--- src/rtl/nand_pkg.sv ---
package nand_pkg;
  localparam int FIELD_W = 4;
  localparam int HALF_W  = 4 * FIELD_W;
  localparam int TIM_W   = 2 * HALF_W;
  localparam int CFG_W   = 6;
  localparam int CE_BIT  = 5;
  localparam int SRST_BIT = 2;
  localparam int IDX_W   = 4;

  localparam logic [IDX_W-1:0] REG_DATA   = 4'd0;
  localparam logic [IDX_W-1:0] REG_ADDR   = 4'd1;
  localparam logic [IDX_W-1:0] REG_CMD    = 4'd2;
  localparam logic [IDX_W-1:0] REG_CTRL   = 4'd3;
  localparam logic [IDX_W-1:0] REG_CFG    = 4'd4;
  localparam logic [IDX_W-1:0] REG_STAT   = 4'd5;
  localparam logic [IDX_W-1:0] REG_ISTAT  = 4'd6;
  localparam logic [IDX_W-1:0] REG_IEN    = 4'd7;
  localparam logic [IDX_W-1:0] REG_ICLR   = 4'd8;
  localparam logic [IDX_W-1:0] REG_TIMING = 4'd9;
  localparam logic [IDX_W-1:0] REG_XCOUNT = 4'd10;

  typedef enum logic [1:0] {KIND_CMD, KIND_ADDR, KIND_WDATA, KIND_RDATA} cycKind_e;

  typedef struct packed {
    logic     valid;
    cycKind_e kind;
  } launch_t;

  typedef struct packed {
    logic busy;
    logic capture;
    logic dataDone;
  } ctrlStrobe_t;

  typedef struct packed {
    logic [FIELD_W-1:0] rdy;
    logic [FIELD_W-1:0] width;
    logic [FIELD_W-1:0] hold;
    logic [FIELD_W-1:0] setup;
  } phaseTime_t;
endpackage

--- src/rtl/nand_cyc_ctrl.sv ---
module nand_cyc_ctrl
  import nand_pkg::*;
(
  input  logic        clk,
  input  logic        rstN,
  input  logic        softRst,
  input  launch_t     launch,
  input  phaseTime_t  wrTime,
  input  phaseTime_t  rdTime,
  output ctrlStrobe_t strobe,
  output logic        cle,
  output logic        ale,
  output logic        weN,
  output logic        reN,
  output logic        doutEn
);
  typedef enum logic [2:0] {ST_IDLE, ST_SETUP, ST_STROBE, ST_HOLD, ST_WAIT} phase_e;

  phase_e             state;
  cycKind_e           kindQ;
  logic [FIELD_W-1:0] cnt;
  phaseTime_t         curTime;
  phaseTime_t         startTime;
  logic               lastTick;
  logic               inPhase;
  logic               isRead;

  assign curTime   = (kindQ == KIND_RDATA) ? rdTime : wrTime;
  assign startTime = (launch.kind == KIND_RDATA) ? rdTime : wrTime;
  assign lastTick  = (cnt == '0);

  always_ff @(posedge clk or negedge rstN) begin
    if (!rstN) begin
      state <= ST_IDLE;
      kindQ <= KIND_CMD;
      cnt   <= '0;
    end else if (softRst) begin
      state <= ST_IDLE;
      cnt   <= '0;
    end else begin
      case (state)
        ST_IDLE: begin
          if (launch.valid) begin
            state <= ST_SETUP;
            kindQ <= launch.kind;
            cnt   <= startTime.setup;
          end
        end
        ST_SETUP: begin
          if (lastTick) begin
            state <= ST_STROBE;
            cnt   <= curTime.width;
          end else begin
            cnt <= cnt - 1'b1;
          end
        end
        ST_STROBE: begin
          if (lastTick) begin
            state <= ST_HOLD;
            cnt   <= curTime.hold;
          end else begin
            cnt <= cnt - 1'b1;
          end
        end
        ST_HOLD: begin
          if (lastTick) begin
            state <= ST_WAIT;
            cnt   <= curTime.rdy;
          end else begin
            cnt <= cnt - 1'b1;
          end
        end
        ST_WAIT: begin
          if (lastTick) state <= ST_IDLE;
          else          cnt   <= cnt - 1'b1;
        end
        default: state <= ST_IDLE;
      endcase
    end
  end

  assign isRead  = (kindQ == KIND_RDATA);
  assign inPhase = (state == ST_SETUP) || (state == ST_STROBE) || (state == ST_HOLD);

  always_comb begin
    strobe          = '0;
    strobe.busy     = (state != ST_IDLE);
    strobe.capture  = (state == ST_STROBE) && lastTick && isRead;
    strobe.dataDone = (state == ST_WAIT) && lastTick &&
                      ((kindQ == KIND_WDATA) || isRead);
  end

  assign cle    = inPhase && (kindQ == KIND_CMD);
  assign ale    = inPhase && (kindQ == KIND_ADDR);
  assign weN    = !((state == ST_STROBE) && !isRead);
  assign reN    = !((state == ST_STROBE) && isRead);
  assign doutEn = inPhase && !isRead;
endmodule

--- src/rtl/nand_regs_dp.sv ---
module nand_regs_dp
  import nand_pkg::*;
#(
  parameter int DATA_W      = 32,
  parameter int CNT_W       = 16,
  parameter int SYNC_STAGES = 2
) (
  input  logic              clk,
  input  logic              rstN,
  input  logic              hostReq,
  input  logic              hostWr,
  input  logic [IDX_W-1:0]  hostAddr,
  input  logic [DATA_W-1:0] hostWdata,
  output logic              hostReady,
  output logic [DATA_W-1:0] hostRdata,
  input  ctrlStrobe_t       strobe,
  output launch_t           launch,
  output phaseTime_t        wrTime,
  output phaseTime_t        rdTime,
  output logic              softRst,
  output logic              ceN,
  output logic [7:0]        dout,
  input  logic [7:0]        din,
  input  logic              rdyIn,
  output logic              irq
);
  localparam int EV_W = 2;

  logic [CFG_W-1:0]       cfgQ;
  logic [TIM_W-1:0]       timingQ;
  logic [EV_W-1:0]        ienQ;
  logic [EV_W-1:0]        istatQ;
  logic [CNT_W-1:0]       xcountQ;
  logic [7:0]             rdByteQ;
  logic [7:0]             outByteQ;
  logic                   readDoneQ;
  logic                   rdyPrevQ;
  logic [SYNC_STAGES-1:0] syncQ;
  logic                   rdySync;

  logic                   isRdData;
  logic                   accept;
  logic                   wrAcc;
  logic                   busWrite;
  logic [EV_W-1:0]        events;
  logic [EV_W-1:0]        clrMask;

  // ready/busy synchronizer, resets to "ready" so no event fires after reset
  genvar g;
  generate
    for (g = 0; g < SYNC_STAGES; g++) begin : gSync
      if (g == 0) begin : gFirst
        always_ff @(posedge clk or negedge rstN) begin
          if (!rstN) syncQ[g] <= 1'b1;
          else       syncQ[g] <= rdyIn;
        end
      end else begin : gNext
        always_ff @(posedge clk or negedge rstN) begin
          if (!rstN) syncQ[g] <= 1'b1;
          else       syncQ[g] <= syncQ[g-1];
        end
      end
    end
  endgenerate
  assign rdySync = syncQ[SYNC_STAGES-1];

  // host port decode
  assign isRdData  = hostReq && !hostWr && (hostAddr == REG_DATA);
  assign hostReady = !strobe.busy && !(isRdData && !readDoneQ);
  assign accept    = hostReq && hostReady;
  assign wrAcc     = accept && hostWr;
  assign busWrite  = wrAcc && ((hostAddr == REG_DATA) || (hostAddr == REG_ADDR) ||
                               (hostAddr == REG_CMD));
  assign softRst   = wrAcc && (hostAddr == REG_CTRL) && hostWdata[SRST_BIT];

  always_comb begin
    launch       = '0;
    launch.valid = busWrite || (isRdData && !readDoneQ && !strobe.busy);
    if (!hostWr)                      launch.kind = KIND_RDATA;
    else if (hostAddr == REG_CMD)     launch.kind = KIND_CMD;
    else if (hostAddr == REG_ADDR)    launch.kind = KIND_ADDR;
    else                              launch.kind = KIND_WDATA;
  end

  assign wrTime = phaseTime_t'(timingQ[TIM_W-1:HALF_W]);
  assign rdTime = phaseTime_t'(timingQ[HALF_W-1:0]);

  assign events[0] = rdySync && !rdyPrevQ;
  assign events[1] = strobe.dataDone && (xcountQ == CNT_W'(1));
  assign clrMask   = (wrAcc && (hostAddr == REG_ICLR)) ? hostWdata[EV_W-1:0] : '0;

  always_ff @(posedge clk or negedge rstN) begin
    if (!rstN) begin
      cfgQ      <= '0;
      timingQ   <= '0;
      ienQ      <= '0;
      istatQ    <= '0;
      xcountQ   <= '0;
      rdByteQ   <= '0;
      outByteQ  <= '0;
      readDoneQ <= 1'b0;
      rdyPrevQ  <= 1'b1;
    end else begin
      rdyPrevQ <= rdySync;
      if (softRst) begin
        cfgQ      <= '0;
        ienQ      <= '0;
        istatQ    <= '0;
        xcountQ   <= '0;
        readDoneQ <= 1'b0;
      end else begin
        istatQ <= (istatQ & ~clrMask) | events;
        if (busWrite) outByteQ <= hostWdata[7:0];
        if (strobe.capture) begin
          rdByteQ   <= din;
          readDoneQ <= 1'b1;
        end else if (accept && isRdData) begin
          readDoneQ <= 1'b0;
        end
        if (wrAcc && (hostAddr == REG_CFG))    cfgQ    <= hostWdata[CFG_W-1:0];
        if (wrAcc && (hostAddr == REG_TIMING)) timingQ <= hostWdata[TIM_W-1:0];
        if (wrAcc && (hostAddr == REG_IEN))    ienQ    <= hostWdata[EV_W-1:0];
        if (wrAcc && (hostAddr == REG_XCOUNT))
          xcountQ <= hostWdata[CNT_W-1:0];
        else if (strobe.dataDone && (xcountQ != '0))
          xcountQ <= xcountQ - 1'b1;
      end
    end
  end

  always_comb begin
    hostRdata = '0;
    case (hostAddr)
      REG_DATA:   hostRdata[7:0]         = rdByteQ;
      REG_CFG:    hostRdata[CFG_W-1:0]   = cfgQ;
      REG_STAT:   hostRdata[0]           = rdySync;
      REG_ISTAT:  hostRdata[EV_W-1:0]    = istatQ;
      REG_IEN:    hostRdata[EV_W-1:0]    = ienQ;
      REG_TIMING: hostRdata[TIM_W-1:0]   = timingQ;
      REG_XCOUNT: hostRdata[CNT_W-1:0]   = xcountQ;
      default:    hostRdata              = '0;
    endcase
  end

  assign ceN  = !(cfgQ[CE_BIT] || strobe.busy);
  assign dout = outByteQ;
  assign irq  = |(istatQ & ienQ);
endmodule

--- src/rtl/nand_if_top.sv ---
module nand_if_top
  import nand_pkg::*;
#(
  parameter int DATA_W      = 32,
  parameter int CNT_W       = 16,
  parameter int SYNC_STAGES = 2
) (
  input  logic              clk,
  input  logic              rstN,
  input  logic              hostReq,
  input  logic              hostWr,
  input  logic [3:0]        hostAddr,
  input  logic [DATA_W-1:0] hostWdata,
  output logic              hostReady,
  output logic [DATA_W-1:0] hostRdata,
  output logic              nandCeN,
  output logic              nandCle,
  output logic              nandAle,
  output logic              nandWeN,
  output logic              nandReN,
  output logic [7:0]        nandDout,
  output logic              nandDoutEn,
  input  logic [7:0]        nandDin,
  input  logic              nandRdy,
  output logic              irq
);
  ctrlStrobe_t strobe;
  launch_t     launch;
  phaseTime_t  wrTime;
  phaseTime_t  rdTime;
  logic        softRst;

  nand_regs_dp #(
    .DATA_W(DATA_W), .CNT_W(CNT_W), .SYNC_STAGES(SYNC_STAGES)
  ) u_dp (
    .clk(clk), .rstN(rstN),
    .hostReq(hostReq), .hostWr(hostWr), .hostAddr(hostAddr), .hostWdata(hostWdata),
    .hostReady(hostReady), .hostRdata(hostRdata),
    .strobe(strobe), .launch(launch), .wrTime(wrTime), .rdTime(rdTime),
    .softRst(softRst), .ceN(nandCeN), .dout(nandDout), .din(nandDin),
    .rdyIn(nandRdy), .irq(irq)
  );

  nand_cyc_ctrl u_ctrl (
    .clk(clk), .rstN(rstN), .softRst(softRst), .launch(launch),
    .wrTime(wrTime), .rdTime(rdTime), .strobe(strobe),
    .cle(nandCle), .ale(nandAle), .weN(nandWeN), .reN(nandReN),
    .doutEn(nandDoutEn)
  );
endmodule

--- config.mk ---
export PLATFORM = sky130hd
export DESIGN_NAME = nand_if_top
export DESIGN_NICKNAME = d
export VERILOG_FILES = /design/src/rtl/nand_pkg.sv /design/src/rtl/nand_cyc_ctrl.sv /design/src/rtl/nand_regs_dp.sv /design/src/rtl/nand_if_top.sv
export SDC_FILE = /design/constraint.sdc
export NUM_CORES = 1
export LEC_CHECK = 0
export BUFFER_PORTS_ARGS = -buffer_cell sky130_fd_sc_hd__buf_2
export CAP_MARGIN = 20
export CORE_MARGIN = 2
export CORE_UTILIZATION = 42
export CTS_CLUSTER_DIAMETER = 120
export DETAILED_ROUTE_END_ITERATION = 10
export HOLD_SLACK_MARGIN = 0.15
export PLACE_DENSITY = 0.64
export SETUP_SLACK_MARGIN = 0.4
export SLEW_MARGIN = 20
export SYNTH_ARGS = -nofsm -noshare
export SYNTH_HDL_FRONTEND = slang
export SYNTH_SLANG_ARGS = --single-unit
--- constraint.sdc ---
create_clock -name clk -period 2.1 [get_ports clk]
set_input_delay 0.21 -clock clk [delete_from_list [all_inputs] [get_ports clk]]
set_output_delay 0.21 -clock clk [all_outputs]
set_load 0.02 [all_outputs]
**After elaboration in Yosys (flattened, before gate mapping)**

Index checks and enable logic that the tools add are counted.

- Add/sub/neg operators: 2
- Equal/unequal tests: 25
- Multiplexer cells: 37
- Bitwise logic cells: 5
- Reductions and logical operators: 62

Operators by type and width:

| kind | count |
|---|---|
| 16-bit two-way mux | 5 |
| 1-bit logical AND | 28 |
| 4-bit two-way mux | 7 |
| 4-bit one-hot mux with 5 select lines | 1 |
| 3-bit two-way mux | 6 |
| 16-bit by 1-bit == test with 1-bit output (second input constant) | 1 |
| 4-bit by 3-bit == test with 1-bit output (second input constant) | 4 |
| 4-bit one-hot mux with 4 select lines | 1 |
| 8-bit one-hot mux with 2 select lines | 1 |
| 16-bit nonzero test | 1 |
| 16-bit by 1-bit subtractor with 16-bit output (second input constant) | 1 |
| 3-bit one-hot mux with 5 select lines | 1 |
| 2-bit two-way mux | 7 |
| 4-bit == test (second input constant) | 3 |
| 6-bit two-way mux | 2 |
| 3-bit by 2-bit != test with 1-bit output (second input constant) | 4 |
| 1-bit logical NOT | 9 |
| 3-bit nonzero test | 3 |
| 4-bit by 2-bit == test with 1-bit output (second input constant) | 2 |
| 4-bit logical NOT | 2 |
| 1-bit logical OR | 7 |
| 1-bit one-hot mux with 7 select lines | 1 |
| 2-bit == test (second input constant) | 3 |
| 3-bit by 2-bit == test with 1-bit output (second input constant) | 2 |
| 21 further kinds | 29 |

- Register bits: 87
- Input bits: 49
- Output and inout port bits: 48
- Logic and storage cells: 145

**Logic depth before layout (Yosys ltp)**

Gate-level depths: netlist of the first run.

- Depth after elaboration: 14
- Depth in mapped cells: 8
- Mapped depth without buffers: 7

**Modules after synthesis**

Synthesis of the first run repeated with hierarchy kept, for this count alone.

- Cells, all modules: 480
- Area, all modules: 5071.1 um^2

By module, submodules not included:

| module | instances | cells each | area each (um^2) | sequential area each (um^2) |
|---|---|---|---|---|
| nand_regs_dp | 1 | 370 | 4132.7 | 1955.6 |
| nand_cyc_ctrl | 1 | 110 | 938.4 | 225.2 |

**Worst setup path after synthesis of the first run**

No wires, ideal clock.

- Path kind: reg-to-reg
- Start point: register u_ctrl.cnt[0]
- End point: register u_dp.xcountQ[3]
- Setup time: 126 ps
- Arrival: 1860 ps
- Path slack: 114 ps
- Stages on the path, launching flop included: 9
- Path buffers: 1
- Clock period less this slack: 1986 ps
- Cells stage by stage: dfrtp_1 inv_1 ha_1 nor3b_2 and4_2 and2_1 buf_6 mux2_4 a221o_1

- Word-level cells in the longest chain between the ends: 5

RTL lines:

| element | RTL line | RTL |
|---|---|---|
| start, declared | nand_cyc_ctrl.sv:21 | `logic [FIELD_W-1:0] cnt;` |
| start signal, assigned | nand_cyc_ctrl.sv:46 | `cnt <= startTime.setup;` |
| start signal, assigned | nand_cyc_ctrl.sv:52 | `cnt <= curTime.width;` |
| start signal, assigned | nand_cyc_ctrl.sv:54 | `cnt <= cnt - 1'b1;` |
| 4-bit logical NOT | nand_cyc_ctrl.sv:30 | `assign lastTick = (cnt == '0);` |
| 1-bit logical AND (2 in series) | nand_cyc_ctrl.sv:89 | `strobe.dataDone = (state == ST_WAIT) && lastTick &&` |
| 1-bit logical AND | nand_regs_dp.sv:125 | `else if (strobe.dataDone && (xcountQ != '0))` |
| 3-bit nonzero test (no source line) | -- |  |
| end signal, assigned | nand_regs_dp.sv:124 | `xcountQ <= hostWdata[CNT_W-1:0];` |
| end signal, assigned | nand_regs_dp.sv:126 | `xcountQ <= xcountQ - 1'b1;` |
| end, declared | nand_regs_dp.sv:33 | `logic [CNT_W-1:0] xcountQ;` |

Every way passes these cells.
A chain may end at the register's enable or synchronous reset.

**Final worst setup path of the first run**

- Start point: register u_dp.xcountQ[9]
- End point: register u_dp.xcountQ[3]

- Word-level cells in the longest chain between the ends: 3

RTL lines:

| element | RTL line |
|---|---|
| 16-bit nonzero test | nand_regs_dp.sv:125 |
| 1-bit logical AND | nand_regs_dp.sv:125 |
| 3-bit nonzero test (no source line) | -- |

Every way passes these cells.

==> reports/metrics.cfg, run 1 <==
[cts]
cts_sinks = 87
clock_tree.root_cell = clkbuf_16
skew_pair_late_insertion_delay_ns = 0.35
tritoncts_clock_tree = done
worst_setup_hold_path_clk_slew_ns = 0.06
clock_path_buffers = 2
htree_levels = 3
numCtsBuffers = 9

[route]
drt_pre_antenna_iters = 5
vias = 4740
drcViolationCount = 0
wirelength_mm = 17.1
final_antenna_net_count = 0
avgViaCountPerCell = 5.75
per_cell_routed_wire_length_um = 20.7
drt-initial-drc-count = 382

[timing]
worst-slew-pin-transition_ns = 0.516
finalWorstPathRequiredPeriod_ns = 2.05
timing_max_transition_violations_final = 0
finalHoldViolCount = 0
setup-tns-final_ns = 0
timing.slew.headroom_pct = 65.6
grt_setup_unrepaired = yes
timing.final.crit_share_pct = 97.5
finalSetupViolCount = 0
fmaxAchievable_mhz = 488
fin_ws_ns = 0.0524
worst_hold_slack_ns = 0.177
worst_clock_skew_ns = 0.00555

[yosys]
synth_sequential_area_ratio_pct = 45.2
syn_avg_cell_area_um2 = 11.0
yosysUniqueCellTypes = 76
yosysWarnings = 0
post_synth_fa_ha_maj_area_fraction_pct = 1.30
yosys_register_bits = 87
synth-main-ff-cell = dfrtp_1
complex_gate_fraction_of_the_synthesized_area_pct = 13.2
synth_enable_flop_cells = 0
synth_xor_area_share_pct = 1.09
syn_area_mm2 = 0.00482
synth_cells = 439
synthMuxAreaShare_pct = 17.7
dominant_combinational_cell_family_by_area_after_synthesis = simple AND/OR/NAND/NOR gates
synth_nets = 493
async_flop_share_pct = 100
synth-simple-area-share_pct = 18.4

[critical_path]
cell_chain_critical_path = buf_6 > nor4_4 > nand4_4 > and2_4 > mux2_4 > a221o_1
worstSetupStartpointType = flip-flop
cp_slowest_cell = dfrtp_1
critical_path.reg2reg.startpoint = u_dp.xcountQ[9]
crit_fanout = 4
worstPathRequired_ns = 2.33
crit_buf_inv = 1
worst_path_dominant_cell_family = simple AND/OR/NAND/NOR gates
cp_slowest_stage_delay_ns = 0.40
endpoint_kind = flip-flop
worst_endpoint_data_arrival_time_ns = 2.28
startpoint = u_dp.xcountQ[9]
critical_path_class = reg2reg

[cells_and_area]
final_net_count = 730
utilization_pct = 68.8
drive_above_1_share_pct = 53.9
syn_to_final_growth_pct = 61.6
nFillCells = 798
n_antenna_cell = 0
finalInstanceArea_mm2 = 0.00779

[grt]
number_of_global_route_vias_before_repair = 4852
grtUsageTotal_pct = 27.1
initial_antenna_violation_count = 0
grt_remaining_overflow = 0
gr-max-usage-layer = met2
grt_first_pass_wirelength_mm = 26.2
grt_start_max_net_pins = 48
groute.layer.met1.usage_pct = 36.1
grt.met3_usage_pct = 5.58
grt_util_met2_pct = 44.0

[power]
clkPwrFrac_pct = 19.0
p_sw_share_pct = 37.3
netSwitchingPower_uw = 3440
irDropWorstVdd_mv = 0.784
combPwrFrac_pct = 49.7
power.density_cell_area_mw_per_mm2 = 1180
power_frac_seq_pct = 31.3
p_leak_uw = 0.00362
cellInternalPower_uw = 5770

[hold_path]
source_of_the_worst_hold_timing_path = hostWdata[4]
holdCritPathClass = in2reg

[die]
chipHeight_um = 111
ioPinCount = 97
die_w_um = 111
fp-row-count = 39
initial_utilization_pct = 42.6
coreArea_mm2 = 0.0113
die-area_mm2 = 0.0124

[placement]
placedInstanceArea_mm2 = 0.00580
detailed_place_hpwl_mm = 10.4
port-buffer-count = 96
gp_congestion = 0.911
preCtsSetupSlack_ns = -0.0277

[status]
outcome = completed

[flow_run]
timing.max_cap.violations = 0

-- flip-flops by register name, summed over array words and instances, names as in the netlist --
signal          count
u_dp.rdySync        1
u_dp.rdByteQ        8
u_dp.xcountQ       16
u_ctrl.state        3
u_dp.readDoneQ      1
u_dp.timingQ       32
u_dp.cfgQ           6
u_dp.ienQ           2
u_dp.rdyPrevQ       1
u_dp.syncQ          1
u_dp.dout           8
u_dp.istatQ         2
u_ctrl.cnt          4
u_ctrl.kindQ        2
-- final cells by class --
type / instances / area, um^2 / share of cell area, %
Clock buffer: 9 / 225 / 2.89
Clock inverter: 7 / 96.3 / 1.24
Inverter: 7 / 28.8 / 0.369
Multi-Input combinational cell: 321 / 3010 / 38.7
Sequential cell: 87 / 2180 / 28.0
Tap cell: 143 / 179 / 2.30
Timing Repair Buffer: 250 / 2060 / 26.5
-- timing repair --
| item | CTS | global route |
|---|---|---|
| pin swaps | 29 | 33 |
| hold endpoints to repair | 127 | 0 |
| cloned | 5 | 0 |
| endpoints found under the setup margin | 79 | 91 |
| gates resized for setup | 91 | 64 |
| buffers inserted | 54 | 20 |
| hold buffers | 36 | 0 |
-- power groups by stage --
stage | combinational, uW | sequential (uW) | clock (uW)
detailed placement | 2970 | 2830 | 0
floorplan | 1960 | 2780 | 0
global route | 4840 | 2950 | 1830
finish | 4580 | 2890 | 1750
global placement | 2930 | 2810 | 0
CTS | 3920 | 2830 | 1780
-- metal layers --
layer	up-vias	part of all wire [%]	wire length, um
li1	2120	-	-
met1	2358	43	7360
met2	235	48	8220
met3	27	6.2	1060
met4	0	2.5	425
met5	-	0	0
-- Yosys cell counts, types with 3 or more instances --
| cell type | instances | area [um^2] |
|---|---|---|
| nand4_1 | 4 | 25.0 |
| mux2i_1 | 16 | 160 |
| nand3_1 | 10 | 50.1 |
| o22ai_1 | 3 | 18.8 |
| mux2_1 | 8 | 90.1 |
| mux2_2 | 43 | 484 |
| mux4_2 | 4 | 90.1 |
| and2_1 | 19 | 119 |
| nor3b_1 | 5 | 37.5 |
| buf_2 | 8 | 40.0 |
| nor4_1 | 4 | 25.0 |
| dfrtp_1 | 84 | 2100 |
| a22o_1 | 12 | 105 |
| a22oi_1 | 11 | 82.6 |
| clkbuf_1 | 12 | 45.0 |
| a21oi_1 | 9 | 45.0 |
| nand2_1 | 34 | 128 |
| nand2b_1 | 5 | 31.3 |
| ha_1 | 5 | 62.6 |
| a31oi_1 | 3 | 18.8 |
| or2_2 | 3 | 18.8 |
| a221o_1 | 9 | 90.1 |
| o21ai_0 | 5 | 25.0 |
| o311ai_0 | 5 | 43.8 |
| o211ai_1 | 6 | 45.0 |
| or3_1 | 4 | 25.0 |
| dfstp_2 | 3 | 78.8 |
| nor2_1 | 25 | 93.8 |
| inv_1 | 7 | 26.3 |
| xor2_1 | 5 | 43.8 |
| nor3_1 | 16 | 80.1 |
-- stage by stage --
step | cells | power, uW
CTS | 804 | 8530
global route | 824 | 9610
global placement | 693 | 5730
finish | 824 | 9210
floorplan | 439 | 4740
detailed placement | 693 | 5800
-- cell usage in the layout, fill, tap and decap left out, types with 5 or more instances in the layout --
cell type,n
nor2_4,5
mux2_2,20
buf_6,37
buf_4,81
o211ai_1,6
buf_2,84
a22oi_1,8
buf_12,7
a21oi_1,8
a22o_1,12
and2_1,17
dfrtp_1,81
xor2_1,5
mux2_4,33
nand3_1,6
a221o_1,9
nor3_1,11
mux2i_1,16
clkbuf_16,9
nand2_1,30
nor2_1,19
dlygate4sd3_1,36
-- path summary, 6_finish.rpt --
path | to | slack (ns) | cells after the start
hold reg to reg | u_dp.rdySync | 0.36 | 0
setup / recovery | u_dp.xcountQ[3] | 0.05 | 6
min in group asynchronous | u_dp.timingQ[8] | 0.28 | 2
setup reg to reg | u_dp.xcountQ[3] | 0.05 | 6
max in group asynchronous | u_dp.rdySync | 1.16 | 3
hold / removal | u_dp.timingQ[4] | 0.18 | 2
-- cells by family after synthesis --
logic type | after synthesis
multiplexers | 73
XOR/XNOR | 6
AND/OR/NAND/NOR | 155
AO/OA/AOI/OAI | 82
flip-flops | 87
buffers and inverters | 31
adder cells (fa/ha/maj) | 5
Note: power is estimated with default switching activity, not from simulation.
==> inputs of run 2 (changes only) <==
--- a/config.mk
+++ b/config.mk
@@ -15,2 +15,3 @@
 export PLACE_DENSITY = 0.64
+export RECOVER_POWER = 25
 export SETUP_SLACK_MARGIN = 0.4
==> constraint.sdc (replaced) <==
create_clock -name clk -period 2.1 [get_ports clk]
set_input_delay 0.105 -clock clk [delete_from_list [all_inputs] [get_ports clk]]
set_output_delay 0.105 -clock clk [all_outputs]
set_load 0.02 [all_outputs]
==> run 2 against run 1 <==
Against the previous run: die area is the same; combinational power shrank 10%; clock power shrank 14%; utilization shrank 3.2 points; fmax up 1.7%; clock-buffer cell count rose by 4; hold slack got worse by 0.027 ns; register-to-register slack improved by 0.03 ns; sequential share of layout area up 1.4 points; sequential power about the same; critical endpoint unchanged; largest power group unchanged.
==> reports/metrics.cfg, run 2 (synthesized netlist as in run 1, its figures left out) <==
[status]
outcome = completed

[timing]
fin_ws_ns = 0.0873  ; +0.0348 ns
finalSetupViolCount = 0  ; unchanged
worst_hold_slack_ns = 0.150  ; -0.0267 ns
timing.slew.headroom_pct = 26.8  ; -39 points
finalWorstPathRequiredPeriod_ns = 2.01  ; -0.0348 ns
worst-slew-pin-transition_ns = 1.10  ; +0.583 ns
worst_clock_skew_ns = 0.00907  ; +0.00353 ns
fmaxAchievable_mhz = 497  ; +1.7%
timing_max_transition_violations_final = 0  ; unchanged
setup-tns-final_ns = 0  ; unchanged
finalHoldViolCount = 0  ; unchanged
timing.final.crit_share_pct = 95.8  ; -1.7 points
grt_setup_unrepaired = yes

[cells_and_area]
drive_above_1_share_pct = 48.7  ; -5.2 points
top_register = u_dp.timingQ
syn_to_final_growth_pct = 54.1
n_antenna_cell = 0  ; unchanged
mostFrequentLayoutCells = buf_2 (86), dfrtp_1 (81), buf_4 (56), mux2_4 (43), dlygate4sd3_1 (41)
final_common_cell = buf_2
biggestRegsByFlops = u_dp.timingQ (32), u_dp.xcountQ (16)
final_net_count = 704  ; -3.6%
finalInstanceArea_mm2 = 0.00743  ; -4.7%
largest_reg_flops = 32  ; unchanged

[power]
cellInternalPower_uw = 5290  ; -8.3%
irDropWorstVdd_mv = 0.603  ; -23%
clkPwrFrac_pct = 17.7  ; -1.3 points
power.density_cell_area_mw_per_mm2 = 1140  ; -3.2%
post-layout-total-power_uw = 8500  ; -7.7%
power_frac_seq_pct = 33.9  ; +2.6 points
p_sw_share_pct = 37.7  ; +0.39 points
p_leak_uw = 0.00342  ; -5.6%
combPwrFrac_pct = 48.4  ; -1.3 points
netSwitchingPower_uw = 3210  ; -6.7%

[critical_path]
endpoint_kind = flip-flop
worstPathRequired_ns = 2.33  ; about the same
worstSetupStartpointType = flip-flop
worst_endpoint_data_arrival_time_ns = 2.24  ; -0.04 ns
crit_fanout = 4  ; unchanged
critical_path_class = reg2reg

[die]
chipHeight_um = 111  ; unchanged
die_w_um = 111  ; unchanged
coreArea_mm2 = 0.0113  ; unchanged
fp-row-count = 39  ; unchanged
ioPinCount = 97  ; unchanged
die-area_mm2 = 0.0124  ; unchanged
initial_utilization_pct = 42.6  ; unchanged

[grt]
number_of_global_route_vias_before_repair = 4551  ; -6.2%
grt_start_max_net_pins = 48  ; unchanged
grt_remaining_overflow = 0  ; unchanged
grtUsageTotal_pct = 26.0  ; -1.1 points
grt_first_pass_wirelength_mm = 25.2  ; -3.8%
initial_antenna_violation_count = 0  ; unchanged

[placement]
placedInstanceArea_mm2 = 0.00578  ; -0.34%
preCtsSetupSlack_ns = 0.0419  ; +0.0696 ns
port-buffer-count = 96  ; unchanged
gp_congestion = 0.901  ; -1.1%
detailed_place_hpwl_mm = 10.4  ; +0.52%

[route]
vias = 4532  ; -4.4%
wirelength_mm = 16.2  ; -5.2%
drcViolationCount = 0  ; unchanged
drt-initial-drc-count = 294  ; -23%
final_antenna_net_count = 0  ; unchanged
avgViaCountPerCell = 5.68  ; -1.3%
per_cell_routed_wire_length_um = 20.3  ; -2.1%
drt_pre_antenna_iters = 5  ; unchanged

[flow_run]
timing.max_cap.violations = 0  ; unchanged

[cts]
worst_setup_hold_path_clk_slew_ns = 0.07  ; about the same
numCtsBuffers = 9  ; unchanged
cts_sinks = 87  ; unchanged
clock_tree.root_cell = clkbuf_16
htree_levels = 3  ; unchanged
clock_path_buffers = 2  ; unchanged
skew_pair_late_insertion_delay_ns = 0.35  ; about the same
tritoncts_clock_tree = done

[hold_path]
holdCritPathClass = in2reg

-- run 2: worst paths after layout --
| path | from | to | slack, ns | cells after the start |
|---|---|---|---|---|
| worst min register to register | u_dp.syncQ[0] | u_dp.rdySync | 0.36 | 0 |
| worst max register to register | u_ctrl.cnt[0] | u_dp.xcountQ[3] | 0.09 | 7 |
| min in group asynchronous | rstN | u_dp.timingQ[9] | 0.49 | 2 |
| max in group asynchronous | rstN | u_ctrl.state[0] | 0.77 | 3 |
| worst max-delay path | u_ctrl.cnt[0] | u_dp.xcountQ[3] | 0.09 | 7 |
| worst min-delay path | hostWdata[1] | u_dp.dout[1] | 0.15 | 2 |
-- run 2: layout make-up --
type,instances,area [um^2]
clock buffers,13,250
clock inverters,3,20.0
fillers,855,3890
flip-flops and latches,87,2180
inverters,7,30.0
repair buffers,224,1770
multi-input cells,321,3000
well taps,143,179
-- run 2: power groups by stage --
stage                     clock network (uW)  registers [uW]  logic (uW)
final                                   1510            2880        4110
after global routing                    1600            2950        4430
after global placement                     0            2810        2930
after detailed placement                   0            2840        2970
after CTS                               1520            2830        3660
after floorplan                            0            2780        1960
-- run 2: metrics by stage --
stage / utilization, % / cells
5_1_grt: 65.6 / 798
2_1_floorplan: - / 439
6_report: 65.6 / 798
3_5_place_dp: 51.1 / 692
3_3_place_gp: 51.1 / 692
4_1_cts: 63.2 / 793
-- run 2: repair_timing --
action / 4_1_cts / 5_1_grt
setup endpoints to repair: 74 / 89
buffers inserted: 41 / 5
pin swaps: 20 / 17
gates resized for setup: 68 / 60
hold endpoints to repair: 104 / 0
cloned: 3 / 0
hold buffers: 41 / 0
-- run 2: metal layers --
layer  share of wire, %  global-route usage [%]  routed length (um)  up-vias
li1                   -                       -                   -     2077
met1                 45                    36.7                7310     2271
met2                 47                    41.1                7660      159
met3                5.4                    4.16                 872       25
met4                2.1                    8.97                 342        0
met5                  0                       0                   0        -
-- run 2: critical path, cell delays in order (launching register included) --
cell     delay, ns
dfrtp_1       0.40
inv_2         0.07
ha_1          0.13
nor3b_4       0.20
and4_4        0.30
and2_4        0.20
mux2_4        0.30
a221o_1       0.29
